[src/rtl/ecc_pkg.sv]
package ecc_pkg;
  localparam int HALF_W = 12;
  localparam int CODE_W = 2 * HALF_W;
  localparam int RAW_W  = 28;
  localparam int IDX_W  = 9;

  typedef enum logic [1:0] {
    ST_CLEAN    = 2'd0,
    ST_FIXDATA  = 2'd1,
    ST_CODEFLIP = 2'd2,
    ST_BAD      = 2'd3
  } ecc_status_e;

  // Bits of a byte whose in-byte position has bit k set.
  function automatic logic [7:0] col_mask(input int k);
    logic [7:0] m;
    for (int j = 0; j < 8; j++) m[j] = ((j >> k) & 1) == 1;
    return m;
  endfunction

  // Raw layout: lower half at [11:0], upper half at [27:16].
  function automatic logic [CODE_W-1:0] pack_code(input logic [RAW_W-1:0] raw);
    return ~{raw[27:16], raw[11:0]};
  endfunction
endpackage

[src/rtl/ecc_byte_parity.sv]
module ecc_byte_parity
  import ecc_pkg::*;
(
  input  logic [7:0]       data,
  input  logic [IDX_W-1:0] idx,
  output logic [RAW_W-1:0] contrib
);
  logic [HALF_W-1:0] up;
  logic [HALF_W-1:0] lo;
  logic              byte_par;

  assign byte_par = ^data;

  genvar k;
  generate
    for (k = 0; k < 3; k++) begin : g_col
      localparam logic [7:0] M = col_mask(k);
      assign up[k] = ^(data & M);
      assign lo[k] = ^(data & ~M);
    end
    for (k = 3; k < HALF_W; k++) begin : g_row
      assign up[k] = byte_par & idx[k-3];
      assign lo[k] = byte_par & ~idx[k-3];
    end
  endgenerate

  assign contrib = {up, 4'b0000, lo};
endmodule

[src/rtl/ecc_ctx.sv]
module ecc_ctx
  import ecc_pkg::*;
#(
  parameter int SECTOR_BYTES = 512,
  parameter int CNT_W        = $clog2(SECTOR_BYTES + 1)
) (
  input  logic             clk,
  input  logic             rst_n,
  input  logic             clr,
  input  logic             take,
  input  logic             sof,
  input  logic             eof,
  input  logic [7:0]       data,
  output logic [RAW_W-1:0] raw,
  output logic             full
);
  localparam logic [CNT_W-1:0] LAST = CNT_W'(SECTOR_BYTES);

  logic [CNT_W-1:0] count;
  logic             fresh;
  logic [CNT_W-1:0] base_cnt;
  logic [CNT_W-1:0] next_cnt;
  logic [RAW_W-1:0] base_raw;
  logic [RAW_W-1:0] contrib;

  assign fresh    = clr | sof;
  assign base_cnt = fresh ? '0 : count;
  assign base_raw = fresh ? '0 : raw;
  assign next_cnt = base_cnt + CNT_W'(1);

  ecc_byte_parity u_par (
    .data    (data),
    .idx     (IDX_W'(base_cnt)),
    .contrib (contrib)
  );

  always_ff @(posedge clk) begin
    if (!rst_n) begin
      raw   <= '0;
      count <= '0;
      full  <= 1'b0;
    end else if (take) begin
      raw   <= base_raw ^ contrib;
      count <= next_cnt;
      full  <= eof || (next_cnt == LAST);
    end else if (clr) begin
      raw   <= '0;
      count <= '0;
      full  <= 1'b0;
    end
  end

  AST_CNT_BOUND: assert property (@(posedge clk) disable iff (!rst_n)
    count <= LAST);
  AST_NO_TAKE_WHEN_FULL: assert property (@(posedge clk) disable iff (!rst_n)
    take |-> (!full || sof || clr));
  AST_CLR_EMPTIES: assert property (@(posedge clk) disable iff (!rst_n)
    (clr && !take) |=> (raw == '0 && count == '0 && !full));
endmodule

[src/rtl/ecc_classify.sv]
module ecc_classify
  import ecc_pkg::*;
#(
  parameter int SECTOR_BYTES = 512
) (
  input  logic [CODE_W-1:0] computed,
  input  logic [CODE_W-1:0] stored,
  output ecc_status_e       status,
  output logic [IDX_W-1:0]  byte_idx,
  output logic [7:0]        mask
);
  localparam logic [IDX_W:0] LIM = (IDX_W+1)'(SECTOR_BYTES);

  logic [CODE_W-1:0] diff;
  logic [HALF_W-1:0] syn;
  logic              single;

  assign diff   = computed ^ stored;
  assign syn    = diff[23:12] ^ diff[11:0];
  assign single = (diff & (diff - CODE_W'(1))) == '0;

  always_comb begin
    status   = ST_BAD;
    byte_idx = '0;
    mask     = '0;
    if (diff == '0) begin
      status = ST_CLEAN;
    end else if (&syn) begin
      if ({1'b0, diff[23:15]} < LIM) begin
        status   = ST_FIXDATA;
        byte_idx = diff[23:15];
        mask     = 8'h01 << diff[14:12];
      end
    end else if (single) begin
      status = ST_CODEFLIP;
    end
  end
endmodule

[src/rtl/hamming_sector_ecc.sv]
module hamming_sector_ecc
  import ecc_pkg::*;
#(
  parameter int NUM_CS       = 4,
  parameter int SECTOR_BYTES = 512,
  parameter int CS_W         = (NUM_CS > 1) ? $clog2(NUM_CS) : 1
) (
  input  logic              clk,
  input  logic              rst_n,
  input  logic [CS_W-1:0]   cs_sel,
  input  logic [NUM_CS-1:0] restart,
  input  logic              in_valid,
  output logic              in_ready,
  input  logic [7:0]        in_data,
  input  logic              in_sof,
  input  logic              in_eof,
  input  logic              code_rd,
  output logic [23:0]       code_out,
  output logic              code_vld,
  input  logic              cmp_req,
  input  logic [23:0]       cmp_stored,
  output logic              res_vld,
  output logic [1:0]        res_status,
  output logic [8:0]        res_byte,
  output logic [7:0]        res_mask
);
  localparam int CNT_W = $clog2(SECTOR_BYTES + 1);

  logic [RAW_W-1:0]  raw_a [NUM_CS];
  logic [NUM_CS-1:0] full_a;
  logic [CODE_W-1:0] sel_code;
  ecc_status_e       cl_status;
  logic [IDX_W-1:0]  cl_byte;
  logic [7:0]        cl_mask;
  logic              accept;

  assign in_ready = !full_a[cs_sel] || in_sof;
  assign accept   = in_valid && in_ready;

  genvar i;
  generate
    for (i = 0; i < NUM_CS; i++) begin : g_ctx
      logic hit;
      assign hit = (cs_sel == CS_W'(i));
      ecc_ctx #(.SECTOR_BYTES(SECTOR_BYTES), .CNT_W(CNT_W)) u_ctx (
        .clk   (clk),
        .rst_n (rst_n),
        .clr   (restart[i] || (hit && (code_rd || cmp_req))),
        .take  (accept && hit),
        .sof   (in_sof),
        .eof   (in_eof),
        .data  (in_data),
        .raw   (raw_a[i]),
        .full  (full_a[i])
      );
    end
  endgenerate

  assign sel_code = pack_code(raw_a[cs_sel]);

  ecc_classify #(.SECTOR_BYTES(SECTOR_BYTES)) u_cls (
    .computed (sel_code),
    .stored   (cmp_stored),
    .status   (cl_status),
    .byte_idx (cl_byte),
    .mask     (cl_mask)
  );

  always_ff @(posedge clk) begin
    if (!rst_n) begin
      code_out   <= '0;
      code_vld   <= 1'b0;
      res_vld    <= 1'b0;
      res_status <= '0;
      res_byte   <= '0;
      res_mask   <= '0;
    end else begin
      code_vld <= code_rd;
      res_vld  <= cmp_req;
      if (code_rd) code_out <= sel_code;
      if (cmp_req) begin
        res_status <= cl_status;
        res_byte   <= cl_byte;
        res_mask   <= cl_mask;
      end
    end
  end

  AST_RES_ONE_CYCLE: assert property (@(posedge clk) disable iff (!rst_n)
    cmp_req |=> res_vld);
  AST_RES_PULSE: assert property (@(posedge clk) disable iff (!rst_n)
    !cmp_req |=> !res_vld);
  AST_FIX_ONE_BIT: assert property (@(posedge clk) disable iff (!rst_n)
    (res_vld && res_status == ST_FIXDATA) |-> ($countones(res_mask) == 1));
  AST_FIX_IN_RANGE: assert property (@(posedge clk) disable iff (!rst_n)
    (res_vld && res_status == ST_FIXDATA) |-> ({1'b0, res_byte} < 10'(SECTOR_BYTES)));
  AST_CODEFLIP_NO_MASK: assert property (@(posedge clk) disable iff (!rst_n)
    (res_vld && res_status == ST_CODEFLIP) |-> (res_mask == '0 && res_byte == '0));
endmodule

[config.mk]
export PLATFORM = sky130hd
export DESIGN_NAME = hamming_sector_ecc
export DESIGN_NICKNAME = d
export VERILOG_FILES = /design/src/rtl/ecc_pkg.sv /design/src/rtl/ecc_byte_parity.sv /design/src/rtl/ecc_ctx.sv /design/src/rtl/ecc_classify.sv /design/src/rtl/hamming_sector_ecc.sv
export SDC_FILE = /design/constraint.sdc
export NUM_CORES = 1
export LEC_CHECK = 0
export BUFFER_PORTS_ARGS = -buffer_cell sky130_fd_sc_hd__buf_2
export CORE_MARGIN = 4
export CORE_UTILIZATION = 50
export DETAILED_ROUTE_END_ITERATION = 8
export GPL_TIMING_DRIVEN = 1
export MAX_ROUTING_LAYER = met4
export PLACE_DENSITY = 0.78
export SLEW_MARGIN = 30
export SYNTH_ARGS = -nofsm -noshare
export SYNTH_HDL_FRONTEND = slang
export SYNTH_SLANG_ARGS = --single-unit
[constraint.sdc]
create_clock -name clk -period 5.08 [get_ports clk]
set_input_delay 1.016 -clock clk [delete_from_list [all_inputs] [get_ports clk]]
set_output_delay 1.016 -clock clk [all_outputs]
set_load 0.05 [all_outputs]
==> flow_metrics.tcl <==
set metrics [dict create \
    power.total_w 0.00352 \
    fin_crit_ns 3.91 \
    start_util_pct 51.0 \
    die_w_um 152 \
    synth_edf_count 0 \
    post_cts_buffers 0 \
    drc 0 \
    finalCritPeriodShare_pct 77.0 \
    cp_max_fo 22 \
    io_buffers 90 \
    fin_area_um2 11500 \
    cpLargestDelayFamily "simple AND/OR/NAND/NOR gates" \
    synth_top_cells_by_area "dfxtp_1 (36%), a21oi_1 (11%), nor2_1 (6.0%)" \
    hold_viol_final 0 \
    overflow 0 \
    cap_violations 0 \
    power.density_nw_per_um2 307 \
    antenna_found_initial 3 \
    status "completed" \
    coreArea_um2 20200 \
    critPathLaunchType "input pin" \
    power.share.switching_pct 32.1 \
    worst_path_largest_cell_delay_ns 0.51 \
    slew_viol_final 0 \
    nFillCells 1847 \
    final_core_util_pct 56.8 \
    dpl_cell_area_um2 10900 \
    required_ns 5.44 \
    vdd_drop_max_v 0.000202 \
    hold_buffers 0 \
    yosysMostFrequentCell "a21oi_1" \
    drive_gt1_share_pct 14.5 \
    skew_ns 0.0141 \
    synth_seq_area_share_pct 35.9 \
    synthTopCellsByCount "a21oi_1 (220), dfxtp_1 (185), nor2_1 (165)" \
    cts_resized 0 \
    cts_root_buf "clkbuf_16" \
    grt_max_degree 103 \
    power.internal_w 0.00239 \
    drtPass1Iterations 5 \
    critPathCaptureType "flop" \
    cts_tree "built" \
    slowest_stage "buf_2" \
    crit_buf_inv 1 \
    grt_util_all_layers_pct 28.8 \
    clk_path_buf_depth 2 \
    slew_headroom_pct 43.3 \
    syn-num-nets 1341 \
    drt_iter0_markers 1319 \
    fin_nets 1365 \
    ys_types 60 \
    rsz0062_at_grt "no" \
    setup_violations 0 \
    via_per_inst 6.40 \
    clk_pin_slew_ns 0.06 \
    hold_path.class "flop to flop" \
    place_congestion 0.931 \
    leakagePower_nw 4.02 \
    power_switching_w 0.00113 \
    die_area_um2 23000 \
    worst_slew_pin_slew_ns 0.851 \
    die_y_um 152 \
    seqPwrFrac_pct 43.5 \
    ys_seq_elements 185 \
    cts_buffers 17 \
    num_rows 52 \
    fin_setup_tns_ns 0 \
    cp_cell_sequence "buf_2 -> nor2_1 -> a211oi_2 -> and2_1 -> ha_1 -> nand3_1 -> o21ai_0 -> a21oi_1 -> or4_1 -> or4_1 -> a21oi_1" \
    netlist_area_um2 10300 \
    cts.sink_count 185 \
    crit_type "input pin to flop" \
    area_delta_synth_final_pct 11.4 \
    synth_ff_type "dfxtp_1" \
    syn_avg_cell_area_um2 7.98 \
    synth_area_leader_cell "dfxtp_1" \
    htreeDepth 4 \
    power_frac_comb_pct 19.5 \
    io_pins 91 \
    ant_nets 0 \
    dr_total_vias 10241 \
    synth_top_area_share_pct 35.9 \
    netlist_instances 1292 \
    wl_per_cell_um 20.2 \
    yosysWarnings 0 \
    clock_latency_ns 0.45 \
    grt_pass1_vias 9070 \
    hpwlAfterDp_um 23200 \
    wl_um 32400 \
    grt_pass1_wl_um 50500 \
    worstPathArrival_ns 4.27 \
    async_reset_ff_share_pct 0 \
    max_clock_freq_mhz 256 \
    clockPowerShare_pct 37.0 \
]
==> cell type report <==
| type | count | area [um^2] | area share, % |
|---|---|---|---|
| multi-input combinational | 981 | 6120 | 53.3 |
| clock buffer | 20 | 457 | 3.98 |
| tap | 270 | 338 | 2.94 |
| inverter | 11 | 43.8 | 0.381 |
| clock inverter | 11 | 113 | 0.980 |
| antenna | 3 | 7.51 | 0.0654 |
| sequential | 185 | 3700 | 32.2 |
| timing repair buffer | 120 | 701 | 6.10 |
==> power groups by stage <==
stage / Combinational, W / Sequential [W] / Clock [W]
3_5_place_dp: 0.000671 / 0.00156 / 0
2_1_floorplan: 0.000424 / 0.00160 / 0
3_3_place_gp: 0.000664 / 0.00156 / 0
5_1_grt: 0.000743 / 0.00153 / 0.00137
4_1_cts: 0.000674 / 0.00153 / 0.00131
6_report: 0.000687 / 0.00153 / 0.00130
==> worst min-delay path, delay by kind of cell (launching register included) <==
kind,cells,cell delay [ns]
AND/OR/NAND/NOR,1,0.06
AO/OA/AOI/OAI,1,0.05
flip-flops,1,0.31
==> layout by cell type (no fill, tap or decap), drive strengths merged, types with 6 or more instances in the layout <==
cell type,n
a32oi,6
or3,18
a211oi,74
nor3,7
clkinvlp,6
buf,120
a22oi,20
a21oi,220
clkbuf,20
and2,13
inv,14
nand2,96
mux4,25
nand3,21
nand3b,15
nand4,16
xnor2,43
or4,6
nor4,6
dfxtp,185
o211ai,36
o21ai,107
xor2,30
nor2,166
==> metal layers <==
layer  track usage [%]  up-vias  routed length (um)
met5                 -        -                   0
met4              10.6        0                1150
met3              6.57       87                3450
met2              42.5      578               14100
met1              38.8     4812               13700
li1                  -     4764                   -
==> per-stage QoR <==
step                hold WS [ns]  worst slack, ns  std cells
floorplan                  0.429            0.924       1292
global placement           0.446            0.810       1567
detailed placement         0.450            0.758       1567
CTS                        0.460             1.19       1598
global route               0.470            0.904       1601
finish                     0.459             1.17       1601
==> kinds of logic after synthesis <==
| family | Yosys count | share of synthesized area [%] |
|---|---|---|
| AO/OA/AOI/OAI | 493 | 28.2 |
| XOR/XNOR | 73 | 7.22 |
| adder cells (fa/ha/maj) | 6 | 0.679 |
| buffers and inverters | 126 | 5.12 |
| flip-flops | 185 | 35.9 |
| multiplexers | 25 | 5.71 |
| AND/OR/NAND/NOR | 384 | 17.1 |
==> path summary, 6_finish.rpt <==
| kind | from | endpoint | slack, ns | cells past startpoint |
|---|---|---|---|---|
| max reg2reg | g_ctx[0].u_ctx.raw[22]$_SDFFE_PN0P_ | res_byte[2]$_SDFFE_PN0P_ | 2.05 | 7 |
| min | res_byte[1]$_SDFFE_PN0P_ | res_byte[1]$_SDFFE_PN0P_ | 0.46 | 2 |
| min reg2reg | res_byte[1]$_SDFFE_PN0P_ | res_byte[1]$_SDFFE_PN0P_ | 0.46 | 2 |
| max | cs_sel[0] | g_ctx[0].u_ctx.full$_SDFFE_PN0P_ | 1.17 | 11 |
==> state kept, by name, summed over array words and instances (netlist names) <==
signal             count
code_out              24
code_vld               1
g_ctx.u_ctx.count     40
g_ctx.u_ctx.full       4
g_ctx.u_ctx.raw       96
res_byte               9
res_mask               8
res_status             2
res_vld                1
Power figures use the tool's default switching activity.
